**src/rtl/tmr_pkg.sv**
```systemverilog
package tmr_pkg;

    typedef enum logic [1:0] {
        MODE_13    = 2'b00,
        MODE_16    = 2'b01,
        MODE_RLD   = 2'b10,
        MODE_SPLIT = 2'b11
    } tmr_mode_e;

    // One configuration nibble: gate enable, pin-count select, mode.
    typedef struct packed {
        logic      gate;
        logic      pin_sel;
        tmr_mode_e mode;
    } tmr_cfg_t;

    // Result of one count step on a byte pair.
    typedef struct packed {
        logic [7:0] lo;
        logic [7:0] hi;
        logic       wrap;
    } tmr_step_t;

    localparam logic [2:0] A_LO0 = 3'd0;
    localparam logic [2:0] A_HI0 = 3'd1;
    localparam logic [2:0] A_LO1 = 3'd2;
    localparam logic [2:0] A_HI1 = 3'd3;
    localparam logic [2:0] A_CFG = 3'd4;
    localparam logic [2:0] A_CTL = 3'd5;

endpackage

```
**src/rtl/tmr_tick.sv**
```systemverilog
module tmr_tick #(
    parameter int PRESCALE = 12
) (
    input  logic clk,
    input  logic rst_n,
    output logic tick
);
    localparam int CW = (PRESCALE > 1) ? $clog2(PRESCALE) : 1;
    localparam logic [CW-1:0] LAST = CW'(PRESCALE - 1);

    logic [CW-1:0] cnt;

    assign tick = (cnt == LAST);

    always_ff @(posedge clk) begin
        if (!rst_n) begin
            cnt <= '0;
        end else if (tick) begin
            cnt <= '0;
        end else begin
            cnt <= cnt + 1'b1;
        end
    end

    generate
        if (PRESCALE > 1) begin : g_spaced

            tick_spacing_chk: assert property (@(posedge clk) disable iff (!rst_n)
                tick |=> !tick);
        end
    endgenerate

endmodule

```
**src/rtl/tmr_edge.sv**
```systemverilog
module tmr_edge #(
    parameter int N = 2
) (
    input  logic         clk,
    input  logic         rst_n,
    input  logic         tick,
    input  logic [N-1:0] pin,
    output logic [N-1:0] fall
);
    logic [N-1:0] smp;

    generate
        for (genvar i = 0; i < N; i++) begin : g_pin
            always_ff @(posedge clk) begin
                if (!rst_n) begin
                    smp[i] <= 1'b0;
                end else if (tick) begin
                    smp[i] <= pin[i];
                end
            end
            assign fall[i] = tick & smp[i] & ~pin[i];


            fall_on_tick_chk: assert property (@(posedge clk) disable iff (!rst_n)
                fall[i] |-> tick);
        end
    endgenerate

endmodule

```
**src/rtl/tmr_step.sv**
```systemverilog
module tmr_step
    import tmr_pkg::*;
(
    input  tmr_mode_e  mode,
    input  logic [7:0] lo,
    input  logic [7:0] hi,
    input  logic       inc,
    output tmr_step_t  nxt
);
    logic [5:0]  sum5;
    logic [16:0] sum16;
    logic [8:0]  sum8;

    assign sum5  = {1'b0, lo[4:0]} + 6'd1;
    assign sum16 = {1'b0, hi, lo} + 17'd1;
    assign sum8  = {1'b0, lo} + 9'd1;

    always_comb begin
        nxt.lo   = lo;
        nxt.hi   = hi;
        nxt.wrap = 1'b0;
        if (inc) begin
            unique case (mode)
                MODE_13: begin
                    nxt.lo = {lo[7:5], sum5[4:0]};
                    if (sum5[5]) begin
                        nxt.hi   = hi + 8'd1;
                        nxt.wrap = (hi == 8'hFF);
                    end
                end
                MODE_16: begin
                    nxt.lo   = sum16[7:0];
                    nxt.hi   = sum16[15:8];
                    nxt.wrap = sum16[16];
                end
                MODE_RLD: begin
                    if (lo == 8'hFF) begin
                        nxt.lo   = hi;
                        nxt.wrap = 1'b1;
                    end else begin
                        nxt.lo = sum8[7:0];
                    end
                end
                MODE_SPLIT: begin
                    nxt.lo   = sum8[7:0];
                    nxt.wrap = sum8[8];
                end
            endcase
        end
    end

endmodule

```
**src/rtl/tmrpair.sv**
```systemverilog
module tmrpair
    import tmr_pkg::*;
#(
    parameter int PRESCALE = 12
) (
    input  logic       clk,
    input  logic       rst_n,
    input  logic       wr_en,
    input  logic [2:0] addr,
    input  logic [7:0] wr_data,
    output logic [7:0] rd_data,
    input  logic [1:0] ext_cnt,
    input  logic [1:0] ext_gate,
    output logic [1:0] ovf
);
    localparam int NU = 2;

    logic          tick;
    logic [NU-1:0] fall;

    logic [7:0] lo0, hi0, lo1, hi1;
    tmr_cfg_t   cfg0, cfg1;
    logic [1:0] run;
    logic [1:0] flag;

    tmr_step_t  st0, st1;
    logic       split0;
    logic       ev0, ev1, ev_hi0;
    logic       hit_lo0, hit_hi0, hit_lo1, hit_hi1, hit_cfg, hit_ctl;
    logic       set0, set1, hi0_wrap;

    tmr_tick #(.PRESCALE(PRESCALE)) u_tick (
        .clk   (clk),
        .rst_n (rst_n),
        .tick  (tick)
    );

    tmr_edge #(.N(NU)) u_edge (
        .clk   (clk),
        .rst_n (rst_n),
        .tick  (tick),
        .pin   (ext_cnt),
        .fall  (fall)
    );

    // Count enables
    assign split0 = (cfg0.mode == MODE_SPLIT);
    assign ev0    = (cfg0.pin_sel ? fall[0] : tick) & run[0]
                    & (~cfg0.gate | ext_gate[0]);
    assign ev1    = (cfg1.pin_sel ? fall[1] : tick) & (run[1] | split0)
                    & (~cfg1.gate | ext_gate[1]) & (cfg1.mode != MODE_SPLIT);
    assign ev_hi0 = tick & run[1] & split0;

    tmr_step u_step0 (.mode(cfg0.mode), .lo(lo0), .hi(hi0), .inc(ev0), .nxt(st0));
    tmr_step u_step1 (.mode(cfg1.mode), .lo(lo1), .hi(hi1), .inc(ev1), .nxt(st1));

    // Register decode
    assign hit_lo0 = wr_en & (addr == A_LO0);
    assign hit_hi0 = wr_en & (addr == A_HI0);
    assign hit_lo1 = wr_en & (addr == A_LO1);
    assign hit_hi1 = wr_en & (addr == A_HI1);
    assign hit_cfg = wr_en & (addr == A_CFG);
    assign hit_ctl = wr_en & (addr == A_CTL);

    assign hi0_wrap = ev_hi0 & (hi0 == 8'hFF) & ~hit_hi0;
    assign set0 = split0 ? (st0.wrap & ~hit_lo0) : (st0.wrap & ~hit_lo0 & ~hit_hi0);
    assign set1 = split0 ? hi0_wrap : (st1.wrap & ~hit_lo1 & ~hit_hi1);

    // Unit 0 count bytes
    always_ff @(posedge clk) begin
        if (!rst_n) begin
            lo0 <= '0;
            hi0 <= '0;
        end else if (split0) begin
            lo0 <= hit_lo0 ? wr_data : st0.lo;
            if (hit_hi0) begin
                hi0 <= wr_data;
            end else if (ev_hi0) begin
                hi0 <= hi0 + 8'd1;
            end
        end else if (hit_lo0 | hit_hi0) begin
            if (hit_lo0) lo0 <= wr_data;
            if (hit_hi0) hi0 <= wr_data;
        end else begin
            lo0 <= st0.lo;
            hi0 <= st0.hi;
        end
    end

    // Unit 1 count bytes
    always_ff @(posedge clk) begin
        if (!rst_n) begin
            lo1 <= '0;
            hi1 <= '0;
        end else if (hit_lo1 | hit_hi1) begin
            if (hit_lo1) lo1 <= wr_data;
            if (hit_hi1) hi1 <= wr_data;
        end else begin
            lo1 <= st1.lo;
            hi1 <= st1.hi;
        end
    end

    // Configuration, run bits and flags
    always_ff @(posedge clk) begin
        if (!rst_n) begin
            cfg0 <= tmr_cfg_t'(4'h0);
            cfg1 <= tmr_cfg_t'(4'h0);
            run  <= '0;
            flag <= '0;
        end else begin
            if (hit_cfg) begin
                cfg0 <= tmr_cfg_t'(wr_data[3:0]);
                cfg1 <= tmr_cfg_t'(wr_data[7:4]);
            end
            if (hit_ctl) begin
                run <= wr_data[1:0];
            end
            flag[0] <= set0 | (hit_ctl ? wr_data[2] : flag[0]);
            flag[1] <= set1 | (hit_ctl ? wr_data[3] : flag[1]);
        end
    end

    assign ovf = flag;

    always_comb begin
        unique case (addr)
            A_LO0:   rd_data = lo0;
            A_HI0:   rd_data = hi0;
            A_LO1:   rd_data = lo1;
            A_HI1:   rd_data = hi1;
            A_CFG:   rd_data = {cfg1, cfg0};
            A_CTL:   rd_data = {4'b0000, flag, run};
            default: rd_data = 8'h00;
        endcase
    end


    no_tick_hold_chk: assert property (@(posedge clk) disable iff (!rst_n)
        (!tick && !wr_en) |=> ($stable(lo0) && $stable(hi0) && $stable(lo1) && $stable(hi1)));


    flag0_sticky_chk: assert property (@(posedge clk) disable iff (!rst_n)
        (flag[0] && !hit_ctl) |=> flag[0]);


    flag1_sticky_chk: assert property (@(posedge clk) disable iff (!rst_n)
        (flag[1] && !hit_ctl) |=> flag[1]);


    reload_chk: assert property (@(posedge clk) disable iff (!rst_n)
        (cfg0.mode == MODE_RLD && ev0 && lo0 == 8'hFF && !hit_lo0 && !hit_hi0)
        |=> (lo0 == $past(hi0) && flag[0]));


    unit1_stop_chk: assert property (@(posedge clk) disable iff (!rst_n)
        (cfg1.mode == MODE_SPLIT && !wr_en) |=> ($stable(lo1) && $stable(hi1)));


    write_wins_chk: assert property (@(posedge clk) disable iff (!rst_n)
        hit_lo1 |=> (lo1 == $past(wr_data)));

endmodule

```
**config.mk**
```make
export PLATFORM = sky130hd
export DESIGN_NAME = tmrpair
export DESIGN_NICKNAME = d
export VERILOG_FILES = /design/src/rtl/tmr_pkg.sv /design/src/rtl/tmr_tick.sv /design/src/rtl/tmr_edge.sv /design/src/rtl/tmr_step.sv /design/src/rtl/tmrpair.sv
export SDC_FILE = /design/constraint.sdc
export NUM_CORES = 1
export LEC_CHECK = 0
export CAP_MARGIN = 30
export CORE_MARGIN = 2
export CORE_UTILIZATION = 56
export CTS_BUF_LIST = sky130_fd_sc_hd__clkbuf_4 sky130_fd_sc_hd__clkbuf_8
export CTS_CLUSTER_SIZE = 24
export DETAILED_ROUTE_END_ITERATION = 16
export GPL_TIMING_DRIVEN = 1
export PLACE_DENSITY_LB_ADDON = 0.3
export SLEW_MARGIN = 20
export SYNTH_ARGS = -nofsm -noshare
export SYNTH_HDL_FRONTEND = slang
export SYNTH_SLANG_ARGS = --single-unit
```
**constraint.sdc**
```tcl
create_clock -name clk -period 2.8 [get_ports clk]
set_input_delay 0.56 -clock clk [delete_from_list [all_inputs] [get_ports clk]]
set_output_delay 0.56 -clock clk [all_outputs]
set_load 0.02 [all_outputs]
```
==> results of run 1 <==
==> per-layer routing <==
metal / global-route usage / share of wire / vias to the layer above
li1: - / - / 2254
met1: 0.5319 / 0.40 / 2261
met2: 0.5460 / 0.41 / 374
met3: 0.1018 / 0.15 / 56
met4: 0.1351 / 0.035 / 0
met5: 0 / 0 / -
==> worst min-delay path by stage <==
stage	end	startpoint	slack, ns	cells after the start
finish	u_tick.cnt[0]$_SDFF_PP0_	u_tick.cnt[0]$_SDFF_PP0_	0.46	1
global route	u_tick.cnt[0]$_SDFF_PP0_	u_tick.cnt[0]$_SDFF_PP0_	0.48	1
CTS	u_tick.cnt[0]$_SDFF_PP0_	u_tick.cnt[0]$_SDFF_PP0_	0.46	1
detailed placement	u_tick.cnt[0]$_SDFF_PP0_	u_tick.cnt[0]$_SDFF_PP0_	0.44	1
global placement	u_tick.cnt[0]$_SDFF_PP0_	u_tick.cnt[0]$_SDFF_PP0_	0.43	1
floorplan	u_tick.cnt[0]$_SDFF_PP0_	u_tick.cnt[0]$_SDFF_PP0_	0.42	1
==> critical path: stages <==
cell	delay [ns]
clkdlybuf4s50_1	0.50
buf_12	0.16
mux4_2	0.50
nand2_1	0.08
o21ai_0	0.10
clkdlybuf4s15_1	0.30
==> power by group <==
group          internal (uW)  switching [uW]  total, uW
Combinational            119             148        267
Clock                    286             249        535
Sequential               726            31.4        758
Total                   1130             428       1560
==> layout make-up <==
type,instances,area [sq um],share of cell area
Inverter,12,45.04,0.009125
Clock buffer,6,82.58,0.01673
Tap cell,99,123.9,0.02510
Sequential cell,50,1001,0.2028
Timing Repair Buffer,79,658.1,0.1333
Multi-Input combinational cell,458,2995,0.6068
Clock inverter,1,30.03,0.006084
==> state kept, by name (all words and copies together) (netlist names) <==
| signal | cells |
|---|---|
| run | 2 |
| u_tick.cnt | 4 |
| lo0 | 8 |
| ovf | 2 |
| u_edge.smp | 2 |
| cfg1 | 4 |
| cfg0 | 4 |
| lo1 | 8 |
| hi0 | 8 |
| hi1 | 8 |
==> cells by family after synthesis <==
| kind of cell | after synthesis |
|---|---|
| AOI/OAI and AO/OA | 200 |
| xor gates and xnor gates | 8 |
| adders and majority gates | 5 |
| buffers and inverters | 57 |
| DFF | 50 |
| muxes | 31 |
| and+or+nand+nor | 214 |
==> cells in the mapped netlist, types with 13 or more instances <==
library cell,count
nand2_1,56
clkbuf_1,34
nand4_1,15
nor2_1,46
a21oi_1,45
dfxtp_1,50
o21ai_0,28
and3_1,13
a31oi_1,14
nand3_1,22
mux2i_1,25
nor3_1,14
==> stage by stage <==
stage / setup slack [ns] / util / setup TNS, ns
5_1_grt: 0.009352 / 0.6769 / 0
6_report: 0.03535 / 0.6769 / 0
3_3_place_gp: -0.2024 / 0.6649 / -1.303
3_5_place_dp: -0.2357 / 0.6649 / -1.536
4_1_cts: 0.004365 / 0.6793 / 0
2_1_floorplan: 0.1056 / - / 0
==> repair_timing <==
item,CTS,global route
hold endpoints to repair,0,0
hold buffers,0,0
gates cloned,0,0
endpoints found under the setup margin,8,7
gates resized for setup,10,12
==> metrics, run 1 <==
post-placement cell area=4848 sq um; post-CTS setup repair buffer count=0; CTS H-tree depth=2; Initial Util=0.5786; Core ar.=7292 sq um; clk sink count=50; dpl hpwl=11500 microns; WL/cell=21.96 microns; share of layout cells above drive strength 1=0.1386; Syn Std Cell Area=4219 sq um; synthesized instance count=565; TritonCTS buffer count=5; crit path capture type=output port; count of final hold-check violations=0; CP startpoint=addr[1]; Adder-Cell Fraction of Synth Area=0.01483; post-synth top area share=0.2372; port bufs=27; Final Wtd Congestion=1.080; RSZ-0062 raised after global routing=no; largest net degree at the start of global routing=36; Max Cap Viol=0; most frequent cells in the layout=nand2_1, dfxtp_1, buf_4; synth top area cells=dfxtp_1, mux2i_1, a21oi_1; CP Class=in -> out; clk slew on worst S/H paths=0.08 ns; commonest non-fill, non-tap cell in the layout=nand2_1; Clock Path Buffers=2; filler instances=671; main combinational cell family by area after synthesis=compound AO/OA/AOI/OAI gates; Arr. time, crit path=2.20 ns; fin. max-slew vios=0; Synth Area in Compound Gates=0.3342; reg2reg setup slack=0.41 ns; RR Endpoint=lo0[1]$_SDFFE_PN0P_; Post-DRT Antenna Nets=0; Root Buffer=clkbuf_8; Placed Cells=698; Area Overhead vs Synth=16.99%; syn_area_per_cell=7.467 sq um; # diodes=0; Synth Area in XOR/XNOR=0.01661; count of cell types in the netlist=78; proportion of synthesized area in mux cells=0.08066; GRT overflow=0; Leakage=0.001733 uW; Worst Setup Start Kind=input port; Worst Tran Pin Value=0.5641 ns; post-synthesis net count=588; biggest area consumer among synthesized cells=dfxtp_1; initial DRC count=896; WL final=15480 microns; Synth async-reset ratio=0; Die Y=90.80 microns; Finished Cell Area=4936 sq um; simple-gate share of the synthesized area=0.2630; worst-case clock skew=0.01179 ns; register area share after synthesis=0.2372; RR Startpoint=lo0[0]$_SDFFE_PN0P_; pwr/cell area=316.0 nW/um^2; highest clock rate=361.7 MHz; crit path capture=rd_data[4]; peak supply drop=182.4 uV; Hold WS=0.4554 ns; Data required, critical path=2.24 ns; DRC=0; DIE AREA=8245 sq um; DR pass1 iterations=6; flops & latches, synth=50; power after layout=1560 uW; global-route wire length before repair=24430 microns; GRT Total Usage=0.3757; Clk Latency, worst-skew pair=0.32 ns; I/O pin cnt=28; status=completed; number of flops mapped to enable cells by yosys=0; fin cells=705; Ys Warns=0; count of final setup violators=0; hold crit path type=reg -> reg; clock tree from TritonCTS=built; Row Count=31; fin crit share=0.9874; CP Max Fanout=16; # nets final=629; Main synth FF type=dfxtp_1; initial antenna violation count=0; Final min period=2.765 ns; r2r worst-path depth=6; vias in the first global route=4522; DR vias=4945; DIE WIDTH=90.80 microns; max_slew headroom=0.6239; DR vias/cell=7.014
Note: power is estimated with default switching activity, not from simulation.
==> run 2, diff against run 1 <==
ABC_AREA = 0   (was default)
clock period = 2.85 ns   (was 2.8 ns; I/O delays follow)
==> metrics, run 2 (synthesis gave the netlist of run 1 again) <==
status=completed (unchanged); DRC=0 (unchanged); CP startpoint=addr[1] (unchanged); Leakage=0.001683 uW (was 0.001733 uW); highest clock rate=357.0 MHz; commonest non-fill, non-tap cell in the layout=nand2_1 (unchanged); filler instances=674 (was 671); I/O pin cnt=28 (unchanged); clk sink count=50 (unchanged); CP Class=in -> out (unchanged); fin. max-slew vios=0 (unchanged); DR pass1 iterations=6 (unchanged); share of layout cells above drive strength 1=0.1189 (was 0.1386); crit path capture type=output port (unchanged); most frequent cells in the layout=nand2_1, dfxtp_1, nor2_1 (was nand2_1, dfxtp_1, buf_4); Worst Tran Pin Value=0.6178 ns (was 0.5641 ns); Arr. time, crit path=2.23 ns (was 2.20 ns); hold-fix buffers at CTS=0 (unchanged); DR vias=5058 (was 4945); Final Wtd Congestion=1.031 (was 1.080); setup_tns=0 ns (unchanged); worst-case clock skew=0.01362 ns (was 0.01179 ns); r2r worst-path depth=7 (was 6); Hold WS=0.4507 ns (was 0.4554 ns); Root Buffer=clkbuf_8 (unchanged); GRT Total Usage=0.3718 (was 0.3757); WL final=15360 microns (was 15480 microns); DIE AREA=8245 sq um (unchanged); crit path capture=rd_data[5] (was rd_data[4]); # diodes=0 (unchanged); peak supply drop=174.6 uV (was 182.4 uV); CTS H-tree depth=2 (unchanged); max_slew headroom=0.5856 (was 0.6239); Post-DRT Antenna Nets=0 (unchanged); initial DRC count=598 (was 896); clock tree from TritonCTS=built (unchanged); RSZ-0062 raised after global routing=no (unchanged); Die Y=90.80 microns (unchanged); fin crit share=0.9829; Row Count=31 (unchanged); global-route wire length before repair=24630 microns (was 24430 microns); Area Overhead vs Synth=14.98% (was 16.99%); Data required, critical path=2.28 ns (was 2.24 ns); Max Cap Viol=0 (unchanged); Initial Util=0.5786 (unchanged); Core ar.=7292 sq um (unchanged); initial antenna violation count=1 (was 0); DIE WIDTH=90.80 microns (unchanged); GRT overflow=0 (unchanged); post-CTS setup repair buffer count=0 (unchanged); hold crit path type=reg -> reg (unchanged); reg2reg setup slack=0.43 ns (was 0.41 ns); Worst Setup Start Kind=input port (unchanged); clk slew on worst S/H paths=0.10 ns (was 0.08 ns); largest net degree at the start of global routing=25 (was 36); RR Startpoint=u_tick.cnt[0]$_SDFF_PP0_ (was lo0[0]$_SDFFE_PN0P_); vias in the first global route=4616 (was 4522); pwr/cell area=297.1 nW/um^2 (was 316.0 nW/um^2); CTS-repair resized insts=9 (was 10); port bufs=27 (unchanged); WL/cell=22.07 microns (was 21.96 microns); DR vias/cell=7.267 (was 7.014); dpl hpwl=11530 microns (was 11500 microns); RR Endpoint=lo0[0]$_SDFFE_PN0P_ (was lo0[1]$_SDFFE_PN0P_); TritonCTS buffer count=5 (unchanged); count of final setup violators=0 (unchanged); Final min period=2.801 ns; Clk Latency, worst-skew pair=0.32 ns (about the same); count of final hold-check violations=0 (unchanged); Clock Path Buffers=2 (unchanged); # nets final=619 (was 629); CP Max Fanout=16 (unchanged)
run 2: cell count changes in the layout (fill, tap and decap cells not counted):
cell / previous run / this run
bufinv_16: 1 / 0
clkinv_4: 0 / 1
nor2_1: 45 / 46
clkbuf_8: 6 / 5
clkinv_2: 0 / 1
dlygate4sd2_1: 2 / 5
buf_4: 50 / 39
nor2_2: 2 / 1
clkinvlp_4: 0 / 1
buf_6: 0 / 1
clkbuf_2: 5 / 2
run 2: how the worst min path moves through the flow:
stage                                        start                        to  slack (ns)  depth (start not counted)
after floorplan           u_tick.cnt[0]$_SDFF_PP0_  u_tick.cnt[0]$_SDFF_PP0_        0.42                          1
after global placement    u_tick.cnt[0]$_SDFF_PP0_  u_tick.cnt[0]$_SDFF_PP0_        0.43                          1
after detailed placement  u_tick.cnt[0]$_SDFF_PP0_  u_tick.cnt[0]$_SDFF_PP0_        0.44                          1
after CTS                 u_tick.cnt[0]$_SDFF_PP0_  u_tick.cnt[0]$_SDFF_PP0_        0.45                          1
after global routing      u_tick.cnt[0]$_SDFF_PP0_  u_tick.cnt[0]$_SDFF_PP0_        0.47                          1
final                     u_tick.cnt[0]$_SDFF_PP0_  u_tick.cnt[0]$_SDFF_PP0_        0.45                          1
run 2: layout make-up:
class                   instances  area, sq um  area share
multi-input cells             458         2993      0.6170
flip-flops and latches         50         1001      0.2063
repair buffers                 69        598.1      0.1233
well taps                      99        123.9     0.02554
clock buffers                   5        68.82     0.01419
inverters                      12        45.04    0.009286
clock inverters                 3        21.27    0.004385
run 2: where the power goes:
group	switching [uW]	internal [uW]
Sequential	31.1	714
Clock	267	173
Combinational	144	111
Total	442	999
run 2: stage by stage:
stage | std cells | setup slack (ns) | total power [uW] | instance area (sq um) | util
2_1_floorplan | 565 | 0.1356 | 889.0 | 4219 | -
3_3_place_gp | 688 | -0.1739 | 1001 | 4773 | 0.6546
3_5_place_dp | 688 | -0.2162 | 1008 | 4773 | 0.6546
4_1_cts | 696 | 0.01141 | 1431 | 4855 | 0.6658
5_1_grt | 696 | 0.004551 | 1479 | 4851 | 0.6652
6_report | 696 | 0.04880 | 1441 | 4851 | 0.6652
run 2: metal layers:
metal,vias up,global-route usage,share of wire
li1,2248,-,-
met1,2309,0.5214,0.39
met2,427,0.5386,0.41
met3,74,0.09850,0.15
met4,0,0.1528,0.041
met5,-,0,0
run 2: worst max-delay path, stage by stage:
cell and delay [ns]:
clkdlybuf4s50_1 0.50, buf_12 0.16, mux4_2 0.50, nand2_1 0.08
o21ai_0 0.09, clkdlybuf4s15_1 0.31
==> run 3, diff against run 2 <==
CORE_UTILIZATION = 62   (was 56)
==> metrics, run 3 (synthesis gave the netlist of run 1 again) <==
status=completed (unchanged); CP Max Fanout=18 (was 16); Core ar.=6681 sq um (was 7292 sq um); Hold Crit Depth=1 (unchanged); # nets final=621 (was 619); Final WS setup=0.05350 ns (was 0.04880 ns); reg2reg setup slack=0.43 ns (about the same); pwr/cell area=313.9 nW/um^2 (was 297.1 nW/um^2); hold endpoint=u_tick.cnt[0]$_SDFF_PP0_ (unchanged); RR Endpoint=hi0[2]$_SDFFE_PN0P_ (was lo0[0]$_SDFFE_PN0P_); footprint of the multi-input gates=2993 sq um (unchanged); Root Buffer=clkbuf_8 (unchanged); I/O pin cnt=28 (unchanged); CTS H-tree depth=2 (unchanged); fin. max-slew vios=0 (unchanged); hold-fix buffers at CTS=0 (unchanged); CP Class=in -> out (unchanged); Clk Latency, worst-skew pair=0.31 ns (was 0.32 ns); post-CTS setup repair buffer count=0 (unchanged); WL final=15310 microns (was 15360 microns); clock tree from TritonCTS=built (unchanged); Slowest cell on crit path=clkdlybuf4s50_1 (unchanged); GRT Total Usage=0.4056 (was 0.3718); peak supply drop=210.0 uV (was 174.6 uV); crit path capture type=output port (unchanged); dpl hpwl=11370 microns (was 11530 microns); max_slew headroom=0.5603 (was 0.5856); fin cells=678 (was 696); fin crit share=0.9812 (was 0.9829); global-route wire length before repair=23600 microns (was 24630 microns); Die Y=86.49 microns (was 90.80 microns); commonest non-fill, non-tap cell in the layout=nand2_1 (unchanged); DIE WIDTH=86.49 microns (was 90.80 microns); GRT overflow=0 (unchanged); clk slew on worst S/H paths=0.09 ns (was 0.10 ns); DR vias=5014 (was 5058); initial antenna violation count=0 (was 1); DR vias/cell=7.395 (was 7.267); power after layout=1528 uW (was 1441 uW); highest clock rate=357.6 MHz (was 357.0 MHz); RSZ-0062 raised after global routing=no (unchanged); Clock Path Buffers=2 (unchanged); RR Startpoint=lo0[1]$_SDFFE_PN0P_ (was u_tick.cnt[0]$_SDFF_PP0_); share of layout cells above drive strength 1=0.1171 (was 0.1189); Worst Setup Start Kind=input port (unchanged); Reg area=1001 sq um (unchanged); worst-case clock skew=0.008397 ns (was 0.01362 ns); count of final setup violators=0 (unchanged); Data required, critical path=2.28 ns (about the same); pre-CTS setup slack=-0.1778 ns (was -0.2162 ns); filler instances=556 (was 674); initial DRC count=517 (was 598); hold crit path type=reg -> reg (unchanged); clk sink count=50 (unchanged); CP cell instances=clkdlybuf4s50_1 > buf_12 > mux4_2 > nand2_1 > o21ai_0 > clkdlybuf4s15_1 (unchanged); Row Count=30 (was 31); vias in the first global route=4560 (was 4616); Hold Crit Start=u_tick.cnt[0]$_SDFF_PP0_ (unchanged); Final Wtd Congestion=1.010 (was 1.031); setup_tns=0 ns (unchanged); count of final hold-check violations=0 (unchanged); port bufs=27 (unchanged); Arr. time, crit path=2.23 ns (about the same); DRC=0 (unchanged); Final min period=2.796 ns (was 2.801 ns); r2r worst-path depth=6 (was 7); Initial Util=0.6315 (was 0.5786); Placed Cells=671 (was 688); metal2 WL=7142 microns (was 6332 microns); Worst Path Buf+Inv=3 (unchanged); M1 WL=5567 microns (was 6035 microns); Top delay family on crit path=buffers and inverters (unchanged); Max Cap Viol=0 (unchanged); Largest stage delay, worst path=0.50 ns (about the same); DIE AREA=7481 sq um (was 8245 sq um); uppermost layer routed=met4 (unchanged); WL met3=1554 microns (was 2369 microns); TritonCTS buffer count=5 (unchanged); Post-DRT Antenna Nets=0 (unchanged); # diodes=0 (unchanged); WL/cell=22.57 microns (was 22.07 microns); Leakage=0.001710 uW (was 0.001683 uW); DR pass1 iterations=8 (was 6); Area Overhead vs Synth=15.39% (was 14.98%); Worst Tran Pin Value=0.6555 ns (was 0.6178 ns); most frequent cells in the layout=nand2_1, dfxtp_1, nor2_1 (unchanged); largest net degree at the start of global routing=25 (unchanged)
[run 3: worst reg2reg max path: cells and delay by family, from the launching register on]
kind / cells / cell delay (ns)
AO/OA/AOI/OAI: 3 / 1.07
adder cells (fa/ha/maj): 1 / 0.34
flip-flops: 1 / 0.49
AND/OR/NAND/NOR: 2 / 0.37
[run 3: cell type report]
cell class	count	area share
clock buffer	6	0.01696
clock inverter	1	0.006168
inverter	12	0.009252
multi-input combinational	458	0.6148
sequential	50	0.2056
tap	80	0.02056
timing repair buffer	71	0.1267
[run 3: report_power, final]
part	total [uW]	switching, uW	internal, uW	leakage, uW
combinational	254	142	112	0.00125
clock	531	250	281	0.0000573
sequential	743	29.3	714	0.000405
[run 3: per-layer routing]
| metal | global-route usage | up-vias |
|---|---|---|
| li1 | - | 2233 |
| met1 | 0.4853 | 2325 |
| met2 | 0.6811 | 355 |
| met3 | 0.05905 | 101 |
| met4 | 0.2528 | 0 |
| met5 | 0 | - |
[run 3: metrics by stage]
step                cell area, sq um  utilization  hold WS [ns]
global route                    4868       0.7287        0.4820
finish                          4868       0.7287        0.4452
detailed placement              4765       0.7131        0.4360
CTS                             4867       0.7285        0.4484
floorplan                       4219            -        0.4173
global placement                4765       0.7131        0.4262
[run 3: repair_timing]
item,CTS,global route
pin swaps,0,0
resized for setup,8,1
setup endpoints to repair,8,1
hold endpoints to repair,0,0
[run 3: how the worst max path moves through the flow]
| stage | cells after the start | to | from | slack (ns) |
|---|---|---|---|---|
| after floorplan | 7 | rd_data[3] | addr[1] | 0.14 |
| after global placement | 6 | rd_data[5] | addr[1] | -0.18 |
| after detailed placement | 6 | rd_data[5] | addr[1] | -0.18 |
| after CTS | 6 | rd_data[4] | addr[1] | 0.04 |
| after global routing | 6 | rd_data[5] | addr[1] | 0.01 |
| final | 6 | rd_data[4] | addr[1] | 0.05 |
